--- src/rtl/cil_pkg.sv ---
package cil_pkg;
   // Largest branch delay in symbols: (branches-1) * unit * branches.
   function automatic int cil_max_delay(input int n_br, input int unit);
      return (n_br - 1) * unit * n_br;
   endfunction
endpackage

--- src/rtl/cil_commutator.sv ---
module cil_commutator #(
   parameter int N_BR     = 40,
   parameter int UNIT     = 200,
   parameter int AW       = 19,
   parameter bit OFF_MULT = 1'b0
) (
   input  logic                     clk,
   input  logic                     rst,
   input  logic                     adv,
   output logic [$clog2(N_BR)-1:0]  br,
   output logic [AW-1:0]            off
);
   localparam int BW    = $clog2(N_BR);
   localparam int STEP  = UNIT * N_BR;
   localparam logic [BW-1:0] BR_LAST = BW'(N_BR - 1);

   logic br_wrap;
   assign br_wrap = (br == BR_LAST);

   always_ff @(posedge clk) begin
      if (rst)      br <= '0;
      else if (adv) br <= br_wrap ? '0 : br + 1'b1;
   end

   generate
      if (OFF_MULT) begin : g_off_mult
         // Offset derived from the branch index with a constant multiply.
         assign off = AW'(int'(br) * STEP);
      end else begin : g_off_acc
         // Offset kept in step with the branch by adding one stride per symbol.
         logic [AW-1:0] off_q;
         always_ff @(posedge clk) begin
            if (rst)      off_q <= '0;
            else if (adv) off_q <= br_wrap ? '0 : off_q + AW'(STEP);
         end
         assign off = off_q;
      end
   endgenerate

   a_r1_br_range: assert property (@(posedge clk) disable iff (rst)
      int'(br) < N_BR);
   a_r8_br_hold: assert property (@(posedge clk) disable iff (rst)
      !adv |=> $stable(br));
   a_r1_br_return: assert property (@(posedge clk) disable iff (rst)
      (adv && br_wrap) |=> (br == '0));
endmodule

--- src/rtl/cil_wrptr.sv ---
module cil_wrptr #(
   parameter int DEPTH = 312320,
   parameter int MAXD  = 312000,
   parameter int AW    = 19
) (
   input  logic          clk,
   input  logic          rst,
   input  logic          adv,
   output logic [AW-1:0] wp,
   output logic [AW-1:0] fill
);
   localparam logic [AW-1:0] WP_LAST  = AW'(DEPTH - 1);
   localparam logic [AW-1:0] FILL_TOP = AW'(MAXD);

   always_ff @(posedge clk) begin
      if (rst)      wp <= '0;
      else if (adv) wp <= (wp == WP_LAST) ? '0 : wp + 1'b1;
   end

   // Symbol count, saturating once every branch has filled.
   always_ff @(posedge clk) begin
      if (rst)                          fill <= '0;
      else if (adv && fill != FILL_TOP) fill <= fill + 1'b1;
   end

   a_r2_wp_range: assert property (@(posedge clk) disable iff (rst)
      int'(wp) < DEPTH);
   a_r2_wp_wrap: assert property (@(posedge clk) disable iff (rst)
      (adv && wp == WP_LAST) |=> (wp == '0));
   a_r5_fill_bound: assert property (@(posedge clk) disable iff (rst)
      fill <= FILL_TOP);
endmodule

--- src/rtl/cil_rdaddr.sv ---
module cil_rdaddr #(
   parameter int DEPTH = 312320,
   parameter int AW    = 19
) (
   input  logic          clk,
   input  logic          rst,
   input  logic          adv,
   input  logic [AW-1:0] wp,
   input  logic [AW-1:0] off,
   input  logic [AW-1:0] fill,
   output logic          rd_en,
   output logic [AW-1:0] rd_addr,
   output logic          rd_live
);
   localparam logic [AW:0] DEPTH_V = (AW+1)'(DEPTH);

   logic [AW:0]   folded;
   logic [AW-1:0] rd_next;

   // Backward distance with fold-over into the top of the buffer.
   always_comb begin
      folded  = {1'b0, wp} + DEPTH_V - {1'b0, off};
      rd_next = (wp >= off) ? (wp - off) : folded[AW-1:0];
   end

   always_ff @(posedge clk) begin
      if (rst) begin
         rd_en   <= 1'b0;
         rd_addr <= '0;
         rd_live <= 1'b0;
      end else begin
         rd_en <= adv;
         if (adv) begin
            rd_addr <= rd_next;
            rd_live <= (fill >= off);
         end
      end
   end

   a_r3_rd_range: assert property (@(posedge clk) disable iff (rst)
      rd_en |-> (int'(rd_addr) < DEPTH));
   a_r8_rd_hold: assert property (@(posedge clk) disable iff (rst)
      !adv |=> $stable(rd_addr));
endmodule

--- src/rtl/cil_addr_gen.sv ---
module cil_addr_gen
   import cil_pkg::*;
#(
   parameter int N_BR     = 40,
   parameter int UNIT     = 200,
   parameter int DEPTH    = 312320,
   parameter int ROW      = 256,
   parameter bit OFF_MULT = 1'b0
) (
   input  logic                         clk,
   input  logic                         rst,
   input  logic                         sym_valid,
   output logic                         wr_en,
   output logic [$clog2(DEPTH)-1:0]     wr_addr,
   output logic                         wr_row_start,
   output logic                         rd_en,
   output logic [$clog2(DEPTH)-1:0]     rd_addr,
   output logic                         rd_live,
   output logic [$clog2(N_BR)-1:0]      br_idx
);
   localparam int AW   = $clog2(DEPTH);
   localparam int BW   = $clog2(N_BR);
   localparam int MAXD = cil_max_delay(N_BR, UNIT);
   localparam logic [AW-1:0] ROW_MASK = AW'(ROW - 1);

   generate
      if (N_BR < 2) begin : g_bad_nbr
         $error("cil_addr_gen: N_BR must be at least 2");
      end
      if (DEPTH <= MAXD) begin : g_bad_depth
         $error("cil_addr_gen: DEPTH must exceed the largest branch delay");
      end
      if (ROW < 2 || (ROW & (ROW - 1)) != 0) begin : g_bad_row
         $error("cil_addr_gen: ROW must be a power of two, at least 2");
      end
   endgenerate

   logic [BW-1:0] br_cur;
   logic [AW-1:0] off_cur;
   logic [AW-1:0] wp_cur;
   logic [AW-1:0] fill_cur;

   cil_commutator #(
      .N_BR     (N_BR),
      .UNIT     (UNIT),
      .AW       (AW),
      .OFF_MULT (OFF_MULT)
   ) u_comm (
      .clk (clk),
      .rst (rst),
      .adv (sym_valid),
      .br  (br_cur),
      .off (off_cur)
   );

   cil_wrptr #(
      .DEPTH (DEPTH),
      .MAXD  (MAXD),
      .AW    (AW)
   ) u_wptr (
      .clk  (clk),
      .rst  (rst),
      .adv  (sym_valid),
      .wp   (wp_cur),
      .fill (fill_cur)
   );

   cil_rdaddr #(
      .DEPTH (DEPTH),
      .AW    (AW)
   ) u_rd (
      .clk     (clk),
      .rst     (rst),
      .adv     (sym_valid),
      .wp      (wp_cur),
      .off     (off_cur),
      .fill    (fill_cur),
      .rd_en   (rd_en),
      .rd_addr (rd_addr),
      .rd_live (rd_live)
   );

   always_ff @(posedge clk) begin
      if (rst) begin
         wr_en        <= 1'b0;
         wr_addr      <= '0;
         wr_row_start <= 1'b0;
         br_idx       <= '0;
      end else begin
         wr_en        <= sym_valid;
         wr_row_start <= sym_valid && ((wp_cur & ROW_MASK) == '0);
         if (sym_valid) begin
            wr_addr <= wp_cur;
            br_idx  <= br_cur;
         end
      end
   end

   a_r4_strobe_pair: assert property (@(posedge clk) disable iff (rst)
      wr_en == rd_en);
   a_r4_read_follows: assert property (@(posedge clk) disable iff (rst)
      sym_valid |=> rd_en);
   a_r5_branch0_live: assert property (@(posedge clk) disable iff (rst)
      (rd_en && br_idx == '0) |-> rd_live);
   a_r6_row_needs_write: assert property (@(posedge clk) disable iff (rst)
      wr_row_start |-> (wr_en && (wr_addr & ROW_MASK) == '0));
   a_r3_branch0_same: assert property (@(posedge clk) disable iff (rst)
      (rd_en && br_idx == '0) |-> (rd_addr == wr_addr));
endmodule

--- config.mk ---
export PLATFORM = sky130hd
export DESIGN_NAME = cil_addr_gen
export DESIGN_NICKNAME = d
export VERILOG_FILES = /design/src/rtl/cil_pkg.sv /design/src/rtl/cil_commutator.sv /design/src/rtl/cil_wrptr.sv /design/src/rtl/cil_rdaddr.sv /design/src/rtl/cil_addr_gen.sv
export SDC_FILE = /design/constraint.sdc
export NUM_CORES = 1
export LEC_CHECK = 0
export CORE_ASPECT_RATIO = 0.7
export CORE_MARGIN = 5
export CORE_UTILIZATION = 38
export DETAILED_ROUTE_END_ITERATION = 7
export PLACE_DENSITY_LB_ADDON = 0.3
export SYNTH_ARGS = -nofsm -noshare
export SYNTH_HDL_FRONTEND = slang
export SYNTH_SLANG_ARGS = --single-unit
--- constraint.sdc ---
create_clock -name clk -period 4.9 [get_ports clk]
set_input_delay 1.225 -clock clk [delete_from_list [all_inputs] [get_ports clk]]
set_output_delay 1.225 -clock clk [all_outputs]
set_load 0.01 [all_outputs]
==> impl_metrics.csv, run 1 <==
group,metric,value,unit
outcome,status,"finished, final reports clean",
synth,ys_warn_count,0,
placement,place.port_buffers,50,
grt,grtUsageTotal,17.4,%
drt,first_iter_violations,444,
floorplanning,num_rows,40,
grt,overflow,0,
layout,antenna_cells,0,
clocking,cts_buffers,9,
grt,antenna_found_initial,0,
worst_hold_path,hp-class,"register to register",
layout,syn2layout_area_growth,15.1,%
sta,fin_crit,3180,ps
worst_setup_path,reg2reg_from,"u_wptr.wp[1]",
worst_setup_path,cpMaxStageDelayCell,"fa_1",
worst_setup_path,reg2reg_to,"u_rd.rd_addr[17]",
worst_setup_path,path_max_fanout,6,
floorplanning,fp.dieW,169,um
sta,period_share,65.0,%
sta,max_freq,0.314,GHz
worst_setup_path,cp_cell_sequence,"inv_1, ha_1, inv_1, fa_1, o21bai_1, a21oi_1, o21ai_1, nand4_1, a311o_1, a2111oi_0, and3b_1",
synth,synth.distinct_cells,68,
layout,drive_above_1_share,4.25,%
power_and_ir_drop,peakVddDrop,164,uV
worst_setup_path,cp_slowest_stage_delay,430,ps
sta,fin_worst_skew,13.2,ps
synth,synthArstFlopShare,0,%
drt,drcViolationCount,0,
clocking,cts_hold_buf,0,
flow_run,max_cap_viol_count,0,
clocking,cts.sinks,103,
sta,fin_setup_tns,0,ps
worst_setup_path,required,5150,ps
synth,synth_nets,885,
clocking,cts_resized,0,
drt,routed_via_density,5.23,
synth,ys.flop_type,"dfxtp_1",
layout,nets,924,
synth,synth_top_area_share,30.7,%
grt,grt_max_degree,71,
drt,antenna_left,0,
worst_setup_path,cp-end-kind,"register",
synth,netlist_area,0.00671,mm^2
placement,place.gp.congestion,0.938,
clocking,root_buffer,"clkbuf_16",
floorplanning,start_util,38.9,%
worst_setup_path,worstSetupPathType,"register to register",
worst_setup_path,r2r_setup_slack,1720,ps
sta,holdWs,472,ps
worst_setup_path,ff2ff_path_depth,11,
sta,maxSlewHeadroom,24.6,%
grt,grt_pass1_vias,5303,
worst_setup_path,worst_path_most_repeated_cell,"inv_1",
worst_setup_path,cp_num_buf_inv,2,
grt,grt_pass1_wl,28500,um
worst_setup_path,endpoint,"u_rd.rd_addr[17]",
synth,syn_avg_cell_area,8.35,um^2
floorplanning,coreArea,0.0173,mm^2
sta,setup_viol,0,
floorplanning,die_h,121,um
worst_setup_path,cp-start-kind,"register",
sta,hold_viol_final,0,
synth,synth-seq-cells,103,
synth,syn-instance-count,804,
synth,synth_area_leaders,"dfxtp_1 (31%), ha_1 (12%), nor2_1 (6.3%)",
power_and_ir_drop,leakagePower,3.12,nW
floorplanning,io_pins,51,
layout,stdcell_area,0.00773,mm^2
drt,vias,5647,
placement,postPlaceCellArea,0.00741,mm^2
clocking,cts_buffer_depth,2,
floorplanning,die_area,0.0205,mm^2
drt,drt-pass1-iter-count,5,
placement,hpwl,13300,um
sta,rsz0062_at_grt,"false",
layout,final_cell_mix,"nor2_1 (113), dfxtp_1 (103), ha_1 (67)",
worst_setup_path,cp_top_family,"compound AO/OA/AOI/OAI gates",
sta,worstMarginPinSlew,1130,ps
drt,wl,17200,um
worst_setup_path,arrival,3430,ps
clocking,cts_max_level,3,
layout,fill_cells,1726,
clocking,clk_latency,360,ps
synth,yosysSeqAreaShare,30.7,%
synth,synth_edf_count,0,
drt,wl_per_cell,16.0,um
synth,synth.largest_area_cell,"dfxtp_1",
clocking,clk_pin_slew,80,ps
layout,mostFrequentLayoutCell,"nor2_1",
worst_setup_path,startpoint,"u_wptr.wp[1]",
clocking,tritoncts,"built",
power_and_ir_drop,p_per_area,291,mW/mm^2
worst_setup_path,cp.depth,11,
clocking,postCtsSetupBuffers,0,
sta,drv_slew,0,
[cells in the mapped netlist, types with 3 or more instances]
| library cell | count |
|---|---|
| o211ai_1 | 8 |
| a21oi_1 | 42 |
| nand2b_1 | 5 |
| nor3b_1 | 3 |
| o21ai_1 | 3 |
| xor2_1 | 21 |
| a21o_1 | 7 |
| a211o_1 | 3 |
| nand4_1 | 13 |
| and3_1 | 8 |
| fa_1 | 11 |
| nor3_1 | 18 |
| xnor2_1 | 43 |
| or2_2 | 3 |
| mux2i_1 | 27 |
| buf_1 | 6 |
| nor2b_1 | 6 |
| a31oi_1 | 12 |
| nor2_1 | 113 |
| o21bai_1 | 7 |
| a311oi_1 | 4 |
| or4_1 | 3 |
| o21ai_0 | 25 |
| nand3b_1 | 4 |
| buf_4 | 3 |
| ha_1 | 67 |
| nand2_1 | 63 |
| clkbuf_1 | 14 |
| inv_1 | 61 |
| nor4_1 | 8 |
| a211oi_1 | 6 |
| nand3_1 | 23 |
| or3_1 | 11 |
| dfxtp_1 | 103 |
| o21a_1 | 5 |
[logic make-up (layout without fill, tap and decap cells)]
family,Yosys count,count (layout),share of synthesized area (%)
XOR/XNOR,64,64,8.35
AO/OA/AOI/OAI,147,147,14.9
AND/OR/NAND/NOR,296,296,21.0
flip-flops,103,103,30.7
multiplexers,28,28,4.19
other,2,2,0.112
buffers and inverters,86,130,5.01
adder cells (fa/ha/maj),78,78,15.8
[how the worst min path moves through the flow]
stage                     cells past startpoint       startpoint               to
after floorplan                               2    u_comm.off[7]    u_comm.off[7]
after global placement                        2  u_rd.rd_addr[2]  u_rd.rd_addr[2]
after detailed placement                      2  u_rd.rd_addr[3]  u_rd.rd_addr[3]
after CTS                                     2  u_rd.rd_addr[3]  u_rd.rd_addr[3]
after global routing                          2  u_rd.rd_addr[7]  u_rd.rd_addr[7]
final                                         2  u_rd.rd_addr[3]  u_rd.rd_addr[3]
[routing by layer]
| layer | track usage [%] | part of all wire, % |
|---|---|---|
| met5 | 0 | 0 |
| met4 | 3.65 | 0.86 |
| met2 | 22.6 | 36 |
| met1 | 28.4 | 57 |
| met3 | 3.61 | 6.5 |
[flip-flops by register name, indices dropped and copies added (netlist names), 6 cells and up]
signal / count
wr_addr: 18
br_idx: 6
u_comm.off: 13
u_rd.rd_addr: 19
u_comm.br: 6
u_wptr.fill: 19
u_wptr.wp: 19
[power by group]
part / internal (mW) / switching [mW]
sequential: 0.880 / 0.0355
combinational: 0.235 / 0.328
clock: 0.414 / 0.359
[area by class of cell]
type / instances / area [um^2] / area share, %
clock buffer: 9 / 225 / 2.91
clock inverter: 7 / 95.1 / 1.23
inverter: 61 / 229 / 2.96
multi-input combinational: 615 / 4310 / 55.8
sequential: 103 / 2060 / 26.7
tap: 231 / 289 / 3.74
timing repair buffer: 53 / 513 / 6.64
[through the flow]
step / utilization (%) / setup slack, ps / power (mW) / std cells
floorplan: - / 2250 / 1.32 / 804
global placement: 42.9 / 1510 / 1.49 / 1063
detailed placement: 42.9 / 1480 / 1.49 / 1063
CTS: 44.8 / 1740 / 2.28 / 1079
global route: 44.8 / 1410 / 2.38 / 1079
finish: 44.8 / 1720 / 2.25 / 1079
[worst min-delay path: cells and delay by family (launching register included)]
kind	cells	cell delay (ps)
flip-flops	1	310
AND/OR/NAND/NOR	1	60
AO/OA/AOI/OAI	1	60
No activity file was read; power rests on OpenSTA's default activity.
==> run 2: changes to the inputs <==
- clock period: 4.9 -> 2.88 ns (I/O delays scaled with it)
==> run 2 against run 1 <==
Effect of this change: fmax up 16%; wire length up 5.9%; largest cell class unchanged; combinational power up 91%; worst setup slack worse by 1600 ps; first-iteration DRC count down 1.8%; sequential power up 69%; via count up 2.7%; utilization up 1.9 points; cell count up 3.7%; global-route usage up 0.67 points.
==> impl_metrics.csv, run 2 (synthesis results as in run 1) <==
group,metric,value,unit
drt,vias,5798,
power_and_ir_drop,p_switching,1.24,mW
sta,max_freq,0.365,GHz
clocking,root_buffer,"clkbuf_16",
placement,place.gp.congestion,0.912,
clocking,clk_pin_slew,70,ps
layout,final_cell_mix,"nor2_1 (113), dfxtp_1 (100), ha_1 (66)",
drt,drt-pass1-iter-count,5,
layout,fill_cells,1699,
power_and_ir_drop,peakVddDrop,276,uV
clocking,cts_buffers,9,
sta,worstMarginPinSlew,574,ps
worst_hold_path,hp-class,"register to register",
power_and_ir_drop,clockPowerShare,32.4,%
power_and_ir_drop,seqPwrFrac,39.9,%
layout,reg_top3,"u_rd.rd_addr: 19 flops, u_wptr.fill: 19 flops, u_wptr.wp: 19 flops",
sta,maxSlewHeadroom,61.6,%
worst_setup_path,cp_slowest_stage_delay,430,ps
layout,syn2layout_area_growth,20.1,%
sta,drv_slew,0,
drt,drcViolationCount,0,
floorplanning,die_area,0.0205,mm^2
worst_setup_path,cp-end-kind,"register",
sta,setup_viol,0,
clocking,tritoncts,"built",
grt,grtUsageTotal,18.0,%
worst_setup_path,r2r_setup_slack,140,ps
floorplanning,num_rows,40,
power_and_ir_drop,leakagePower,3.33,nW
grt,grt_pass1_vias,5446,
outcome,status,"finished, final reports clean",
floorplanning,io_pins,51,
clocking,clk_latency,350,ps
drt,routed_via_density,5.18,
worst_setup_path,required,3130,ps
placement,postPlaceCellArea,0.00771,mm^2
sta,fin_setup_tns,0,ps
power_and_ir_drop,p_int,2.65,mW
sta,rsz0062_at_grt,"true",
grt,antenna_found_initial,0,
power_and_ir_drop,p_per_area,482,mW/mm^2
grt,grt_pass1_wl,29400,um
placement,place.port_buffers,50,
layout,mostFrequentLayoutCell,"nor2_1",
worst_setup_path,worstSetupPathType,"register to register",
worst_setup_path,arrival,2990,ps
layout,drive_above_1_share,10.0,%
sta,fin_crit,2740,ps
worst_setup_path,path_max_fanout,3,
power_and_ir_drop,swShare,31.9,%
floorplanning,die_h,121,um
worst_setup_path,cp_cell_sequence,"inv_1, ha_1, inv_1, fa_1, o21bai_2, a21oi_1, o21ai_2, nand4_1, a311o_1, a2111oi_2, and3b_1",
floorplanning,start_util,38.9,%
clocking,cts_buffer_depth,2,
drt,wl,18300,um
drt,wl_per_cell,16.3,um
drt,first_iter_violations,436,
clocking,cts.sinks,103,
grt,overflow,0,
worst_setup_path,cp-start-kind,"register",
layout,stdcell_area,0.00806,mm^2
worst_setup_path,worst_path_most_repeated_cell,"inv_1",
floorplanning,fp.dieW,169,um
layout,antenna_cells,0,
layout,nets,965,
sta,hold_viol_final,0,
clocking,cts_max_level,3,
worst_setup_path,cpMaxStageDelayCell,"fa_1",
placement,hpwl,14200,um
drt,antenna_left,0,
grt,grt_max_degree,72,
floorplanning,coreArea,0.0173,mm^2
flow_run,max_cap_viol_count,0,
sta,period_share,95.2,%
power_and_ir_drop,p_comb_share,27.7,%
sta,fin_worst_skew,7.26,ps
run 2: cell count changes in the layout (fill, tap and decap cells not counted), moves of 2 or more:
cell      change
clkinv_2      +2
buf_4        +40
fa_1          -2
fa_2          +2
dfxtp_1       -3
dfxtp_2       +3
run 2: path summary, 6_finish.rpt:
path,from,to,cells after the start
setup reg to reg,u_wptr.wp[1],u_rd.rd_addr[17],11
hold reg to reg,u_rd.rd_addr[2],u_rd.rd_addr[2],2
setup / recovery,u_wptr.wp[1],u_rd.rd_addr[17],11
hold / removal,u_rd.rd_addr[2],u_rd.rd_addr[2],2
run 2: critical path: cells and delay by family (launching register included):
kind	cells	cell delay, ps
simple gates	2	360
compound gates	5	1200
fa+ha+maj	2	610
flops	1	310
buf+inv	2	160
run 2: metal layers:
metal	vias up	global-route usage (%)	wire (um)
li1	2931	-	-
met4	0	3.90	165
met2	171	23.8	6710
met5	-	0	0
met3	16	3.45	1200
met1	2680	29.4	10200
run 2: power groups by stage:
stage / combinational [mW] / sequential (mW) / clock [mW]
after floorplan: 0.645 / 1.60 / 0
after global placement: 1.03 / 1.58 / 0
after detailed placement: 1.03 / 1.58 / 0
after CTS: 1.04 / 1.55 / 1.30
after global routing: 1.18 / 1.56 / 1.34
final: 1.08 / 1.55 / 1.26
run 2: what timing repair did:
action | 4_1_cts | 5_1_grt
hold endpoints to repair | 0 | 0
resized for setup | 1 | 13
hold buffers | 0 | 0
setup buffers | 0 | 2
pin swaps | 0 | 1
endpoints found under the setup margin | 1 | 6
run 2: area by class of cell:
class                           instances  area, um^2  share of cell area (%)
Clock buffer                            9         225                    2.79
Clock inverter                          6        68.8                   0.854
Inverter                               61         229                    2.84
Multi-Input combinational cell        615        4350                    54.0
Sequential cell                       103        2070                    25.6
Tap cell                              231         289                    3.59
Timing Repair Buffer                   94         833                    10.3
run 2: per-stage QoR:
step	util, %	setup WS, ps	cells	total power [mW]	hold WS [ps]
after floorplan	-	232	804	2.25	458
after global placement	44.7	15.8	1102	2.61	450
after detailed placement	44.7	-9.26	1102	2.61	460
after CTS	46.4	24.4	1117	3.88	470
after global routing	46.7	-33.9	1119	4.08	490
final	46.7	138	1119	3.89	465
==> run 3: changes to the inputs <==
- CORE_UTILIZATION: 38 -> 40
==> run 3 against run 2 <==
Effect of this change: worst setup slack got worse by 1.7 ps; sequential cell count did not move; register-to-register slack barely moved; combinational power barely moved; non-clock buffer count did not move; via count rose by 0.78%; utilization rose by 2.6 points; clock power fell by 4%; wire length fell by 1.2%; hold slack improved by 5.3 ps.
==> impl_metrics.csv, run 3 (synthesis results as in run 1) <==
group,metric,value,unit
sta,period_share,95.3,%
clocking,cts_max_level,3,
layout,final_cell_mix,"nor2_1 (113), dfxtp_1 (100), ha_1 (65)",
drt,antenna_left,0,
grt,grt_max_degree,40,
flow_run,max_cap_viol_count,0,
power_and_ir_drop,p_comb_share,28.0,%
sta,setup_viol,0,
power_and_ir_drop,p_switching,1.26,mW
clocking,cts_hold_buf,0,
layout,drive_above_1_share,11.1,%
worst_setup_path,startpoint,"u_comm.off[15]",
placement,place.port_buffers,50,
sta,fin_ws,136,ps
sta,holdWs,470,ps
sta,max_freq,0.364,GHz
power_and_ir_drop,seqPwrFrac,40.5,%
clocking,clk_pin_slew,70,ps
layout,mostFrequentLayoutCell,"nor2_1",
worst_setup_path,reg2reg_from,"u_comm.off[15]",
floorplanning,start_util,40.9,%
worst_setup_path,path_max_fanout,6,
floorplanning,io_pins,51,
sta,fin_worst_skew,12.8,ps
power_and_ir_drop,leakagePower,3.32,nW
sta,hold_viol_final,0,
layout,antenna_cells,0,
placement,preCtsSetupSlack,33.9,ps
drt,drcViolationCount,0,
sta,worstMarginPinSlew,609,ps
sta,maxSlewHeadroom,59.3,%
clocking,clk_latency,360,ps
worst_hold_path,min_from,"u_rd.rd_addr[4]",
power_and_ir_drop,p_per_area,475,mW/mm^2
drt,wl,18000,um
worst_setup_path,required,3130,ps
power_and_ir_drop,swShare,32.9,%
power_and_ir_drop,p_int,2.57,mW
worst_setup_path,arrival,2990,ps
layout,syn2layout_area_growth,20.3,%
clocking,cts.sinks,103,
power_and_ir_drop,peakVddDrop,307,uV
floorplanning,fp.dieW,165,um
worst_setup_path,cp-start-kind,"register",
placement,dp.cells,1098,
floorplanning,die_h,118,um
power_and_ir_drop,clockPowerShare,31.5,%
layout,fin_cells,1114,
worst_setup_path,cp-end-kind,"register",
clocking,cts_buffers,9,
grt,grt_pass1_vias,5497,
floorplanning,die_area,0.0195,mm^2
drt,routed_via_density,5.25,
grt,antenna_found_initial,0,
grt,overflow,0,
drt,drt-pass1-iter-count,5,
floorplanning,coreArea,0.0164,mm^2
clocking,cts_resized,0,
sta,fin_setup_tns,0,ps
drt,vias,5843,
clocking,tritoncts,"built",
placement,hpwl,14000,um
grt,grt_pass1_wl,29500,um
clocking,postCtsSetupBuffers,0,
drt,first_iter_violations,407,
worst_hold_path,hp-class,"register to register",
clocking,root_buffer,"clkbuf_16",
floorplanning,num_rows,39,
outcome,status,"finished, final reports clean",
placement,place.gp.congestion,0.903,
clocking,cts_buffer_depth,2,
grt,grtUsageTotal,18.9,%
drt,wl_per_cell,16.2,um
layout,nets,965,
sta,drv_slew,0,
worst_setup_path,worstSetupPathType,"register to register",
layout,reg_top3,"u_rd.rd_addr: 19 flops, u_wptr.fill: 19 flops, u_wptr.wp: 19 flops",
sta,fin_crit,2740,ps
[run 3: changes by cell type in the layout (fill, tap and decap cells not counted), sizes merged]
cell / previous run / this run
clkinvlp: 0 / 2
clkinv: 2 / 3
inv: 64 / 63
bufinv: 1 / 0
[run 3: power groups by stage]
stage,clock network (mW),registers [mW],logic [mW]
after global placement,0,1.58,1.03
after detailed placement,0,1.58,1.03
after floorplan,0,1.60,0.645
after CTS,1.25,1.55,1.04
after global routing,1.31,1.56,1.18
final,1.21,1.55,1.07
[run 3: path summary, 6_finish.rpt]
path / to / slack, ps / cells after the start
max: u_rd.rd_addr[17] / 140 / 9
min: u_rd.rd_addr[4] / 470 / 2
min reg2reg: u_rd.rd_addr[4] / 470 / 2
max reg2reg: u_rd.rd_addr[17] / 140 / 9
[run 3: metrics by stage]
| stage | instance area (um^2) | util [%] | power, mW |
|---|---|---|---|
| CTS | 8010 | 48.9 | 3.84 |
| finish | 8080 | 49.3 | 3.83 |
| detailed placement | 7720 | 47.1 | 2.61 |
| global placement | 7720 | 47.1 | 2.61 |
| global route | 8080 | 49.3 | 4.04 |
| floorplan | 6710 | - | 2.25 |
[run 3: layout make-up]
class	instances	area [um^2]
fillers	1601	8320
clock inverters	7	67.6
flip-flops and latches	103	2070
well taps	225	282
inverters	61	229
multi-input cells	615	4380
repair buffers	94	833
clock buffers	9	225
[run 3: per-layer routing]
metal  routed length [um]  vias to the layer above  GRT usage [%]  share of wire (%)
met5                    0                        -              0                  0
met4                  121                        0           3.32               0.67
met3                 1330                       11           4.87                7.4
met2                 6770                      186           25.1                 38
met1                 9800                     2707           30.4                 54
li1                     -                     2939              -                  -
[run 3: worst max-delay path: stages, from the launching register on]
cell and delay, ps:
dfxtp_1 370, inv_1 120, ha_2 400, inv_1 60, ha_1 380, nand3_1 160
or2_2 300, a311o_1 310, a2111oi_2 340, and3b_1 210
